`src/rtl/addsub_pkg.sv`:
```
// Package: shared constants for the lookahead adder/subtractor.
// Assumes: operand width is a whole number of lookahead slices.
package addsub_pkg;
    localparam int SLICE_W = 4;   // bits covered by one lookahead slice
endpackage

```
`src/rtl/addsub_operand.sv`:
```
// Module: addsub_operand
// Prepares the second operand and the initial carry for the selected mode.
// Assumes: sub_mode is a static level during the cycle; purely combinational.
module addsub_operand #(
    parameter int N = 16
) (
    input  logic         sub_mode,
    input  logic [N-1:0] y_in,
    output logic [N-1:0] y_eff,
    output logic         c_init
);
    // Invert every bit for subtraction and force carry-in to form -Y.
    always_comb begin
        y_eff  = y_in ^ {N{sub_mode}};
        c_init = sub_mode;
    end
endmodule

```
`src/rtl/cla_slice4.sv`:
```
// Module: cla_slice4
// One 4-bit carry-lookahead slice: all carries come from G/P terms and cin.
// Assumes: inputs are settled; purely combinational, two-level carry logic.
module cla_slice4 (
    input  logic [3:0] a,
    input  logic [3:0] b,
    input  logic       cin,
    output logic [3:0] sum,
    output logic       cout
);
    logic [3:0] g;
    logic [3:0] p;
    logic [3:0] c;

    // Form all generate and propagate terms in parallel.
    always_comb begin
        g = a & b;
        p = a ^ b;
    end

    // Expanded carries: each depends only on g, p and cin.
    always_comb begin
        c[0] = cin;
        c[1] = g[0] | (p[0] & cin);
        c[2] = g[1] | (p[1] & g[0]) | (p[1] & p[0] & cin);
        c[3] = g[2] | (p[2] & g[1]) | (p[2] & p[1] & g[0])
             | (p[2] & p[1] & p[0] & cin);
        cout = g[3] | (p[3] & g[2]) | (p[3] & p[2] & g[1])
             | (p[3] & p[2] & p[1] & g[0]) | (p[3] & p[2] & p[1] & p[0] & cin);
    end

    // Sum bits from propagate and the incoming carry of each bit.
    always_comb sum = p ^ c;
endmodule

```
`src/rtl/la_addsub.sv`:
```
// Module: la_addsub (top)
// N-bit add/subtract built from chained 4-bit lookahead slices, with signed
// overflow from the top two carries and an optional valid-gated output register.
// Assumes: N is a multiple of 4; reset is synchronous and active low.
module la_addsub #(
    parameter int N            = 16,
    parameter bit REGISTER_OUT = 1'b1
) (
    input  logic         clk,
    input  logic         rst_n,
    input  logic         valid_in,
    input  logic         sub_mode,
    input  logic [N-1:0] op_x,
    input  logic [N-1:0] op_y,
    output logic [N-1:0] result,
    output logic         carry_out,
    output logic         ovf,
    output logic         valid_out
);
    import addsub_pkg::*;

    localparam int SLICES = N / SLICE_W;

    // width must split into whole slices.
    initial begin
        if (N % SLICE_W != 0 || N < SLICE_W)
            $error("la_addsub: N must be a positive multiple of 4 (R8)");
    end

    logic [N-1:0]    y_eff;
    logic [SLICES:0] chain;
    logic [N-1:0]    sum_c;
    logic            c_msb_in;
    logic            ovf_c;

    addsub_operand #(.N(N)) u_operand (
        .sub_mode (sub_mode),
        .y_in     (op_y),
        .y_eff    (y_eff),
        .c_init   (chain[0])
    );

    // One lookahead slice per 4 bits; only the slice carries are chained.
    for (genvar s = 0; s < SLICES; s++) begin : g_slice
        cla_slice4 u_slice (
            .a    (op_x[s*SLICE_W +: SLICE_W]),
            .b    (y_eff[s*SLICE_W +: SLICE_W]),
            .cin  (chain[s]),
            .sum  (sum_c[s*SLICE_W +: SLICE_W]),
            .cout (chain[s+1])
        );
    end

    // Carry into the top bit recovered from its sum bit, then overflow flag.
    always_comb begin
        c_msb_in = sum_c[N-1] ^ op_x[N-1] ^ y_eff[N-1];
        ovf_c    = chain[SLICES] ^ c_msb_in;
    end

    if (REGISTER_OUT) begin : g_reg
        // Capture results on valid cycles; clear everything in reset.
        always_ff @(posedge clk) begin
            if (!rst_n) begin
                result    <= '0;
                carry_out <= 1'b0;
                ovf       <= 1'b0;
                valid_out <= 1'b0;
            end else begin
                valid_out <= valid_in;
                if (valid_in) begin
                    result    <= sum_c;
                    carry_out <= chain[SLICES];
                    ovf       <= ovf_c;
                end
            end
        end

        p_reset_clear_r6: assert property (@(posedge clk)
            !rst_n |=> (result == '0 && !carry_out && !ovf && !valid_out));

        p_valid_follow_r7: assert property (@(posedge clk) disable iff (!rst_n)
            valid_in |=> valid_out);

        p_hold_idle_r5: assert property (@(posedge clk) disable iff (!rst_n)
            !valid_in |=> ($stable(result) && $stable(carry_out) && $stable(ovf)));

        p_no_overflow_r4: assert property (@(posedge clk) disable iff (!rst_n)
            (valid_in && ((!sub_mode && (op_x[N-1] != op_y[N-1])) ||
                          ( sub_mode && (op_x[N-1] == op_y[N-1])))) |=> !ovf);

        p_sub_zero_carry_r3: assert property (@(posedge clk) disable iff (!rst_n)
            (valid_in && sub_mode && op_y == '0) |=> (carry_out && result == $past(op_x)));
    end else begin : g_comb
        // Outputs follow the arithmetic directly; valid passes through.
        always_comb begin
            result    = sum_c;
            carry_out = chain[SLICES];
            ovf       = ovf_c;
            valid_out = valid_in & rst_n;
        end
    end
endmodule

```
`config.mk`:
```
export PLATFORM = sky130hd
export DESIGN_NAME = la_addsub
export DESIGN_NICKNAME = d
export VERILOG_FILES = /design/src/rtl/addsub_pkg.sv /design/src/rtl/addsub_operand.sv /design/src/rtl/cla_slice4.sv /design/src/rtl/la_addsub.sv
export SDC_FILE = /design/constraint.sdc
export NUM_CORES = 1
export LEC_CHECK = 0
export CAP_MARGIN = 15
export CORE_AREA = 2 2 61 63
export CTS_CLUSTER_DIAMETER = 50
export CTS_CLUSTER_SIZE = 10
export DETAILED_ROUTE_END_ITERATION = 8
export DIE_AREA = 0 0 63 65
export GPL_TIMING_DRIVEN = 0
export PLACE_DENSITY = 0.78
export SYNTH_ARGS = -nofsm -noshare
export SYNTH_HDL_FRONTEND = slang
export SYNTH_HIERARCHICAL = 1
export SYNTH_SLANG_ARGS = --single-unit
```
`constraint.sdc`:
```
create_clock -name clk -period 5.9 [get_ports clk]
set_clock_uncertainty 0.15 [all_clocks]
set_input_delay 1.77 -clock clk [delete_from_list [all_inputs] [get_ports clk]]
set_output_delay 1.77 -clock clk [all_outputs]
set_load 0.005 [all_outputs]
```
==> metrics <==
Clk Tree Root Cell=clkbuf_4; outcome=complete, no violations; CP Max Fanout=2; sequential area share after synthesis=0.261; Placer Congestion=0.689; number of global-route vias before repair=1209; Finished Core Util=0.591; # DRC=0; initial antenna violation count=0; FMAX=178 MHz; Overall Power=0.427 mW; Post-Synth Simple-Gate Area=0.0772; cell area after placement=0.00204 mm²; Synth Area in XOR/XNOR=0.186; Cells after Synth=141; Detail Placement HPWL=2470 µm; Synth Area per Inst=10.3 µm²; worst-path cell chain=clkdlybuf4s50_1 -> xor2_1 -> ha_1 -> a21o_1 -> a31o_1 -> a21o_1 -> a21o_1 -> a31o_1 -> a21o_1 -> a21o_1 -> a31o_1 -> a21o_1 -> a21o_1 -> a31o_1 -> xor2_1 -> xor2_1 -> xnor2_1 -> a21oi_1; mux cell area share after synthesis=0.117; Hold Path Class=flop to flop; CTS clock-pin slew for the worst setup and hold paths=0.11 ns; Synthesized Nets=197; largest family of logic cells by synthesized area=adder cells; setup TNS=0 ns; Syn Std Cell Area=0.00146 mm²; via count=1149; Max transition margin=0.813; Port Buffers=52; power density over the cells=207 mW/mm²; Clock Path Buffers=2; fraction of layout cells with a size suffix above 1=0.0457; clk_lat worst skew=0.29 ns; postcts setup bufs=0; post-synthesis compound-gate area fraction=0.106; Area Growth Syn to Fin=41.6%; All-Layer GR Usage=0.161; count of final setup violators=0; critical path's largest stage delay=0.47 ns; DRT iter0 DRCs=10; Final Cycle Share=0.954; Final min period=5.63 ns; RSZ-0062 raised after global routing=no; final hold slack=0.375 ns; final slew viol count=0; VDD IR max=0.105 mV; largest net degree at the start of global routing=11; Cell variety after synth=17; Least-Margin Pin Slew=0.280 ns; I/O Pins=55; Synth Area in Adders=0.192; Placeable Area=0.00350 mm²; NumNets Final=254; DP Worst Slack=-0.0457 ns; row count=22; CTS tree=done; CTS Hold Bufs=0; Syn. warnings=6; GRT overflow=0; fin area=0.00207 mm²; Pre-antenna DRT Iters=3; Worst path most repeated cell=a21o_1; Crit path required time=5.93 ns; Die H=65 µm; antenna-violating nets left=0; critical path class=input port to flop; placed cell count=241; Non-Filler Instances=245; first-pass GRT wire length=5300 µm; #FFs+latches synth=19; n_diodes=0; Max stage delay cell, worst path=clkdlybuf4s50_1; Final Routed Wirelength=3040 µm; Initial Util=0.417; post-CTS resize count=0; final hold viol count=0; Die X=63 µm; leakage power=0.965 nW; Routed wire per std cell=12.4 µm; CP Data Arrival Time=5.67 ns; Max-Cap Viols=0; CP endpoint kind=flop; Final Worst Setup Slack=0.269 ns; fillers=332; die area=0.00410 mm²; Vias/cell=4.69; FF-to-FF setup slack=5.11 ns; CTS buffer count=3; critical path launch point type=input port; CTS Sinks=19; htree depth=1
==> layout by cell type, fill, tap and decap left out <==
cell and n:
dfxtp_1 19, a31o_1 4, a21o_1 12, a21oi_1 5, clkbuf_1 1, inv_1 8
buf_2 1, mux2i_1 17, buf_6 1, buf_12 1, clkdlybuf4s50_1 52, ha_1 16
nor2b_1 17, fa_1 4, and2_1 1, xor2_1 24, clkbuf_4 3, xnor2_1 7
buf_4 3, o21ai_0 1
==> cells in the mapped netlist, drive strengths merged <==
library cell,number,share of area
fa,4,0.055
nor2b,17,0.073
a21oi,5,0.017
mux2i,17,0.12
o21ai,1,0.0034
ha,16,0.14
xnor2,7,0.042
and2,1,0.0043
a21o,12,0.062
dfxtp,19,0.26
buf,6,0.040
xor2,24,0.14
inv,8,0.021
a31o,4,0.024
==> cell families (layout without fill, tap and decap cells) <==
group	count (synthesis)	in the layout
DFF	19	19
and+or+nand+nor	18	18
buffers and inverters	14	70
AOI/OAI and AO/OA	22	22
adders and majority gates	20	20
xor gates and xnor gates	31	31
muxes	17	17
==> cell type report <==
| class | count | area [µm²] | share of cell area |
|---|---|---|---|
| well taps | 48 | 60.1 | 0.0291 |
| multi-input cells | 108 | 990 | 0.479 |
| flip-flops and latches | 19 | 380 | 0.184 |
| clock buffers | 4 | 26.3 | 0.0127 |
| repair buffers | 52 | 520 | 0.252 |
| inverters | 8 | 30.0 | 0.0145 |
| plain buffers | 6 | 58.8 | 0.0285 |
==> path summary, 6_finish.rpt <==
check	startpoint	cells past startpoint	end
setup reg to reg	ovf$_SDFFE_PN0P_	2	ovf$_SDFFE_PN0P_
setup / recovery	op_y[0]	18	ovf$_SDFFE_PN0P_
hold / removal	result[3]$_SDFFE_PN0P_	2	result[3]$_SDFFE_PN0P_
hold reg to reg	result[3]$_SDFFE_PN0P_	2	result[3]$_SDFFE_PN0P_
==> critical path: cells and delay by family <==
kind            cells  cell delay (ns)
compound gates     12             2.39
xor+xnor            4             0.77
buf+inv             1             0.47
fa+ha+maj           1             0.26
==> layer usage <==
layer  part of all wire  global-route usage  wire, µm
met1               0.42               0.181      1290
met4             0.0089              0.0500        27
met2               0.51               0.307      1560
met3              0.053              0.0260       162
met5                  0                   0         0
==> sequential cells by signal (all words and copies together), names as in the netlist <==
signal and cells:
result 16, carry_out 1, ovf 1, valid_out 1
==> report_power, final <==
group / internal, mW / total, mW / switching (mW)
Combinational: 0.122 / 0.206 / 0.0840
Clock: 0.0262 / 0.0640 / 0.0377
Sequential: 0.147 / 0.157 / 0.0100
Total: 0.296 / 0.427 / 0.132
Note: power is estimated with default switching activity, not from simulation.
